--- config.mk ---
export PLATFORM = sky130hd
export DESIGN_NAME = casc_ack_vec
export DESIGN_NICKNAME = d
export VERILOG_FILES = /design/src/rtl/cav_pkg.sv /design/src/rtl/cav_decide.sv /design/src/rtl/cav_side.sv /design/src/rtl/cav_casc.sv /design/src/rtl/casc_ack_vec.sv
export SDC_FILE = /design/constraint.sdc
export NUM_CORES = 1
export LEC_CHECK = 0
export ABC_AREA = 1
export BUFFER_PORTS_ARGS = -buffer_cell sky130_fd_sc_hd__buf_2
export CAP_MARGIN = 20
export CORE_MARGIN = 5
export CORE_UTILIZATION = 50
export CTS_BUF_LIST = sky130_fd_sc_hd__clkbuf_8 sky130_fd_sc_hd__clkbuf_16
export DETAILED_ROUTE_END_ITERATION = 10
export PLACE_DENSITY = 0.91
export SYNTH_ARGS = -nofsm -noshare
export SYNTH_HDL_FRONTEND = slang
export SYNTH_HIERARCHICAL = 1
export SYNTH_SLANG_ARGS = --single-unit
export TNS_END_PERCENT = 1
--- constraint.sdc ---
create_clock -name clk_i -period 1.5 [get_ports clk_i]
set_input_delay 0.225 -clock clk_i [delete_from_list [all_inputs] [get_ports clk_i]]
set_output_delay 0.225 -clock clk_i [all_outputs]
set_load 0.01 [all_outputs]
--- src/rtl/cav_pkg.sv ---
package cav_pkg;
  localparam int unsigned LINES     = 8;
  localparam int unsigned IDX_W     = $clog2(LINES);
  localparam int unsigned VEC_W     = 8;
  localparam int unsigned CASC_LINE = 2;
  localparam int unsigned SPUR_LINE = LINES - 1;
  localparam int unsigned NCTL      = 2;

  typedef enum logic [1:0] {
    SEL_MASTER = 2'd0,
    SEL_SLAVE  = 2'd1,
    SEL_MSPUR  = 2'd2,
    SEL_SSPUR  = 2'd3
  } src_e;
endpackage

--- src/rtl/cav_decide.sv ---
module cav_decide
  import cav_pkg::*;
#(
  parameter int unsigned N_LINES = LINES,
  parameter int unsigned IW      = $clog2(N_LINES),
  parameter int unsigned VW      = VEC_W,
  parameter int unsigned CASC    = CASC_LINE
) (
  input  logic          ack_i,
  input  logic          m_vld_i,
  input  logic [IW-1:0] m_win_i,
  input  logic          s_vld_i,
  input  logic [IW-1:0] s_win_i,
  input  logic [VW-1:0] m_base_i,
  input  logic [VW-1:0] s_base_i,
  output logic          m_hit_o,
  output logic          s_hit_o,
  output logic [VW-1:0] vec_o,
  output src_e          src_o
);
  localparam logic [IW-1:0] SPUR   = IW'(N_LINES - 1);
  localparam logic [VW-1:0] HI_MSK = {{(VW-IW){1'b1}}, {IW{1'b0}}};

  logic          is_casc;
  logic [IW-1:0] line;
  logic [VW-1:0] base;

  assign is_casc = m_vld_i && (m_win_i == IW'(CASC));

  always_comb begin
    if (!m_vld_i)        src_o = SEL_MSPUR;
    else if (!is_casc)   src_o = SEL_MASTER;
    else if (s_vld_i)    src_o = SEL_SLAVE;
    else                 src_o = SEL_SSPUR;
  end

  always_comb begin
    unique case (src_o)
      SEL_MASTER: begin line = m_win_i; base = m_base_i; end
      SEL_SLAVE:  begin line = s_win_i; base = s_base_i; end
      SEL_SSPUR:  begin line = SPUR;    base = s_base_i; end
      default:    begin line = SPUR;    base = m_base_i; end
    endcase
  end

  // low bits of the base are replaced by the line number
  assign vec_o   = (base & HI_MSK) | VW'(line);
  assign m_hit_o = ack_i && m_vld_i;
  assign s_hit_o = ack_i && (src_o == SEL_SLAVE);
endmodule

--- src/rtl/cav_side.sv ---
module cav_side
  import cav_pkg::*;
#(
  parameter int unsigned N_LINES = LINES,
  parameter int unsigned IW      = $clog2(N_LINES)
) (
  input  logic               clk_i,
  input  logic               rst_ni,
  input  logic               hit_i,
  input  logic [IW-1:0]      line_i,
  input  logic [N_LINES-1:0] lvl_i,
  input  logic               aeoi_i,
  input  logic               rot_i,
  output logic [N_LINES-1:0] isr_set_o,
  output logic [N_LINES-1:0] isr_clr_o,
  output logic [N_LINES-1:0] irr_clr_o,
  output logic               rot_we_o,
  output logic [IW-1:0]      rot_base_o
);
  logic [N_LINES-1:0] oh;
  logic               aeoi_q;

  assign oh = N_LINES'(1) << line_i;

  always_ff @(posedge clk_i or negedge rst_ni) begin
    if (!rst_ni) begin
      isr_set_o  <= '0;
      isr_clr_o  <= '0;
      irr_clr_o  <= '0;
      rot_we_o   <= 1'b0;
      rot_base_o <= '0;
      aeoi_q     <= 1'b0;
    end else begin
      isr_set_o  <= hit_i ? oh : '0;
      irr_clr_o  <= hit_i ? (oh & ~lvl_i) : '0;
      rot_we_o   <= hit_i && aeoi_i && rot_i;
      rot_base_o <= (hit_i && aeoi_i && rot_i) ? IW'(line_i + 1'b1) : '0;
      aeoi_q     <= aeoi_i;
      // auto-EOI: drop in-service one cycle after it was raised
      isr_clr_o  <= aeoi_q ? isr_set_o : '0;
    end
  end
endmodule

--- src/rtl/cav_casc.sv ---
module cav_casc
  import cav_pkg::*;
#(
  parameter int unsigned N_LINES = LINES,
  parameter int unsigned CASC    = CASC_LINE
) (
  input  logic               clk_i,
  input  logic               rst_ni,
  input  logic               s_vld_i,
  input  logic [N_LINES-1:0] m_lvl_i,
  output logic               set_o,
  output logic               clr_o
);
  // high-then-low pulse: edge mode keeps the latch, level mode drops it
  always_ff @(posedge clk_i or negedge rst_ni) begin
    if (!rst_ni) begin
      set_o <= 1'b0;
      clr_o <= 1'b0;
    end else begin
      set_o <= s_vld_i && !m_lvl_i[CASC];
      clr_o <= s_vld_i &&  m_lvl_i[CASC];
    end
  end
endmodule

--- src/rtl/casc_ack_vec.sv ---
module casc_ack_vec
  import cav_pkg::*;
#(
  parameter int unsigned N_LINES = LINES,
  parameter int unsigned IW      = $clog2(N_LINES),
  parameter int unsigned VW      = VEC_W,
  parameter int unsigned CASC    = CASC_LINE
) (
  input  logic               clk_i,
  input  logic               rst_ni,
  input  logic               ack_i,
  input  logic               m_vld_i,
  input  logic [IW-1:0]      m_win_i,
  input  logic               s_vld_i,
  input  logic [IW-1:0]      s_win_i,
  input  logic [VW-1:0]      m_base_i,
  input  logic [VW-1:0]      s_base_i,
  input  logic [N_LINES-1:0] m_lvl_i,
  input  logic [N_LINES-1:0] s_lvl_i,
  input  logic               m_aeoi_i,
  input  logic               s_aeoi_i,
  input  logic               m_rot_i,
  input  logic               s_rot_i,
  output logic [VW-1:0]      vec_o,
  output logic               vec_vld_o,
  output logic               reeval_o,
  output logic [N_LINES-1:0] m_isr_set_o,
  output logic [N_LINES-1:0] m_isr_clr_o,
  output logic [N_LINES-1:0] m_irr_clr_o,
  output logic               m_rot_we_o,
  output logic [IW-1:0]      m_rot_base_o,
  output logic [N_LINES-1:0] s_isr_set_o,
  output logic [N_LINES-1:0] s_isr_clr_o,
  output logic [N_LINES-1:0] s_irr_clr_o,
  output logic               s_rot_we_o,
  output logic [IW-1:0]      s_rot_base_o,
  output logic               casc_set_o,
  output logic               casc_clr_o
);
  logic          m_hit, s_hit;
  logic [VW-1:0] vec_d;
  src_e          src;

  logic [NCTL-1:0]    hit_a, aeoi_a, rot_a, rwe_a;
  logic [IW-1:0]      line_a [NCTL];
  logic [N_LINES-1:0] lvl_a  [NCTL];
  logic [N_LINES-1:0] set_a  [NCTL];
  logic [N_LINES-1:0] clr_a  [NCTL];
  logic [N_LINES-1:0] irr_a  [NCTL];
  logic [IW-1:0]      rb_a   [NCTL];

  cav_decide #(.N_LINES(N_LINES), .IW(IW), .VW(VW), .CASC(CASC)) u_dec (
    .ack_i   (ack_i),
    .m_vld_i (m_vld_i),
    .m_win_i (m_win_i),
    .s_vld_i (s_vld_i),
    .s_win_i (s_win_i),
    .m_base_i(m_base_i),
    .s_base_i(s_base_i),
    .m_hit_o (m_hit),
    .s_hit_o (s_hit),
    .vec_o   (vec_d),
    .src_o   (src)
  );

  assign hit_a  = {s_hit, m_hit};
  assign aeoi_a = {s_aeoi_i, m_aeoi_i};
  assign rot_a  = {s_rot_i, m_rot_i};
  assign line_a[0] = m_win_i;
  assign line_a[1] = s_win_i;
  assign lvl_a[0]  = m_lvl_i;
  assign lvl_a[1]  = s_lvl_i;

  for (genvar g = 0; g < NCTL; g++) begin : g_side
    cav_side #(.N_LINES(N_LINES), .IW(IW)) u_side (
      .clk_i     (clk_i),
      .rst_ni    (rst_ni),
      .hit_i     (hit_a[g]),
      .line_i    (line_a[g]),
      .lvl_i     (lvl_a[g]),
      .aeoi_i    (aeoi_a[g]),
      .rot_i     (rot_a[g]),
      .isr_set_o (set_a[g]),
      .isr_clr_o (clr_a[g]),
      .irr_clr_o (irr_a[g]),
      .rot_we_o  (rwe_a[g]),
      .rot_base_o(rb_a[g])
    );
  end

  assign m_isr_set_o  = set_a[0];
  assign m_isr_clr_o  = clr_a[0];
  assign m_irr_clr_o  = irr_a[0];
  assign m_rot_we_o   = rwe_a[0];
  assign m_rot_base_o = rb_a[0];
  assign s_isr_set_o  = set_a[1];
  assign s_isr_clr_o  = clr_a[1];
  assign s_irr_clr_o  = irr_a[1];
  assign s_rot_we_o   = rwe_a[1];
  assign s_rot_base_o = rb_a[1];

  cav_casc #(.N_LINES(N_LINES), .CASC(CASC)) u_casc (
    .clk_i  (clk_i),
    .rst_ni (rst_ni),
    .s_vld_i(s_vld_i),
    .m_lvl_i(m_lvl_i),
    .set_o  (casc_set_o),
    .clr_o  (casc_clr_o)
  );

  always_ff @(posedge clk_i or negedge rst_ni) begin
    if (!rst_ni) begin
      vec_o     <= '0;
      vec_vld_o <= 1'b0;
      reeval_o  <= 1'b0;
    end else begin
      if (ack_i) vec_o <= vec_d;
      vec_vld_o <= ack_i;
      reeval_o  <= vec_vld_o;
    end
  end

  logic unused_src;
  assign unused_src = ^src;
endmodule

==> metrics.md <==
| Metric | Value |
|---|---|
| Largest net degree at the start of global routing | `71` |
| Drt wl/cell | `13.1 um` |
| Met2 wire length | `about 3200 um` |
| Grt ovf | `0` |
| Syn nets | `around 320` |
| Critical path depth in cells | `1` |
| Critical Path RT | `around 1.3 ns` |
| CORE AREA | `roughly 0.005 mm2` |
| RSZ-0062 raised after global routing | `false` |
| Reg2Reg Depth | `2` |
| Fin crit share | `0.731` |
| M1 wire length | `around 2200 um` |
| Nets | `roughly 430` |
| P&R area growth vs syn | `32.4%` |
| WL met3 | `approximately 360 um` |
| Status | `finished, final reports clean` |
| Setup TNS | `0 ns` |
| Worst slew margin | `0.754` |
| N_diodes | `0` |
| Die area | `slightly below 0.007 mm2` |
| Seq pwr share | `0.492` |
| # rows | `26` |
| CTS tree | `yes` |
| Clk pwr share | `0.434` |
| GRT Util Overall | `0.181` |
| Crit. End Element | `primary output` |
| Max Fanout on Critical Path | `2` |
| Port Buffers | `approximately 110` |
| Post-route DRC | `0` |
| Total Power | `3960 uW` |
| Commonest non-fill, non-tap cell in the layout | `buf_2` |
| Initial antenna violation count | `0` |
| Crit-path slowest cell | `dfrtp_1` |
| Hold Crit Depth | `2` |
| Mapped Cells | `roughly 260` |
| Fraction of layout cells with a size suffix above 1 | `0.367` |
| PD cells | `around 1100 mW/mm2` |
| Internal power | `3060 uW` |
| DIE WIDTH | `83.0 um` |
| Worst reg-to-reg setup slack | `0.78 ns` |
| Final Hold Viols | `0` |
| Sw frac | `0.226` |
| Final worst path period need | `roughly 1.1 ns` |
| Pre-Repair DR Iteration Count | `4` |
| DRT iter0 DRCs | `between 50 and 60` |
| MaxCap Viol Count | `0` |
| H-tree depth | `3` |
| Antenna viol nets, final | `0` |
| Arr. time, crit path | `0.87 ns` |
| Skew final | `between 0.008 and 0.009 ns` |
| Syn Std Cell Area | `between 0.002 and 0.003 mm2` |
| # IOs | `between 100 and 150` |
| Worst slew pin tran | `roughly 0.37 ns` |
| Clk buf depth | `2` |
| Fmax | `approximately 910 MHz` |
| Leakage | `0.00239 uW` |
| Slew Limit Fails | `0` |
| Hold Crit Class | `in2reg` |
| Clock latency on the worst-skew pair | `0.34 ns` |
| Yosys warning count | `6` |
| Critical path's largest stage delay | `~0.39 ns` |
| Vias per std cell | `approximately 4.5` |
| CTS root buffer | `clkbuf_8` |
| Highest metal layer with signal wires | `met4` |
| Synthesized area per cell | `10.4 um2` |
| Setup violators final | `0` |
| HPWL Detailed | `approximately 4400 um` |
| Power share of the combinational group | `0.074` |
| Max VDD drop | `just over 0.5 mV` |
| WL final | `just under 6000 um` |
| Total clock sinks | `70` |
| Most frequent cells in the layout | `108 x buf_2, 70 x dfrtp_1, 64 x nand2_1, 50 x inv_1, 28 x nor2_1` |
| Chip height | `between 80 and 90 um` |
| Fill count | `around 410` |
| WP buf/inv | `1` |
| Worst path cell trace | `buf_2` |
| First-pass GRT wire length | `between 9000 and 10,000 um` |
| Crit path launch type | `flip-flop` |
| Via count | `approximately 2,000` |
| Kind of critical path | `reg2out` |
| GPL Wtd Cong | `roughly 0.81` |
| Switching pwr | `894 uW` |
| CP top delay family | `flip-flops` |
| Total CTS buffers | `9` |
| Initial Utilization | `0.519` |
| Vias in the first global route | `just over 2,000` |
| CTS clk-pin slew, worst paths | `around 0.080 ns` |
## sequential cells by signal, summed over array words and instances (netlist names), 2 cells and up
signal                    count
g_side.u_side/rot_base_o      6
g_side.u_side/rot_we_o        2
g_side.u_side/isr_clr_o      16
vec_o                         8
g_side.u_side/irr_clr_o      16
g_side.u_side/isr_set_o      16
g_side.u_side/aeoi_q          2
## final cells by class
type	count	area, um2	area share
Sequential cell	70	1750	0.496
Multi-Input combinational cell	126	661	0.187
Timing Repair Buffer	112	588	0.166
Inverter	55	211	0.0599
Clock buffer	11	151	0.0429
Tap cell	70	87.6	0.0248
Clock inverter	5	81.3	0.0230
## power groups by stage
| stage | registers, uW | clock network, uW | logic [uW] |
|---|---|---|---|
| 6_report | 1950 | 1720 | 293 |
| 5_1_grt | 1950 | 1840 | 335 |
| 4_1_cts | 1950 | 1750 | 296 |
| 3_5_place_dp | 1980 | 0 | 293 |
| 3_3_place_gp | 1980 | 0 | 280 |
| 2_1_floorplan | 2000 | 0 | 104 |
## through the flow
stage	cell area, um2	hold WS (ns)	std cells	worst slack, ns	util
finish	3530	0.0234	449	0.403	0.687
global route	3530	0.00285	449	0.357	0.687
CTS	3520	0.0110	448	0.389	0.685
detailed placement	3280	0.273	431	0.252	0.638
global placement	3280	0.264	431	0.293	0.638
floorplan	2670	-0.0706	256	0.551	-
## path summary, 6_finish.rpt
check / endpoint / from
worst max register to register: g_side[0].u_side/isr_clr_o[2]$_DFF_PN0_ / g_side[0].u_side/aeoi_q$_DFF_PN0_
worst min-delay path: g_side[0].u_side/irr_clr_o[1]$_DFF_PN0_ / m_lvl_i[1]
min in group asynchronous: g_side[0].u_side/rot_we_o$_DFF_PN0_ / rst_ni
worst max-delay path: m_isr_set_o[7] / g_side[0].u_side/isr_set_o[7]$_DFF_PN0_
worst min register to register: reeval_o$_DFF_PN0_ / vec_vld_o$_DFF_PN0_
max in group asynchronous: g_side[1].u_side/irr_clr_o[7]$_DFF_PN0_ / rst_ni
## per-layer routing
| layer | vias to the layer above | track usage |
|---|---|---|
| met4 | 0 | 0.101 |
| li1 | 979 | - |
| met3 | 12 | 0.0525 |
| met1 | 953 | 0.194 |
| met5 | - | 0 |
| met2 | 69 | 0.317 |
## timing repair
item	in CTS	in global routing
endpoints found under the hold margin	70	1
buffers inserted	0	0
hold buffers	1	1
resized for setup	0	0
Power figures use the tool's default switching activity.
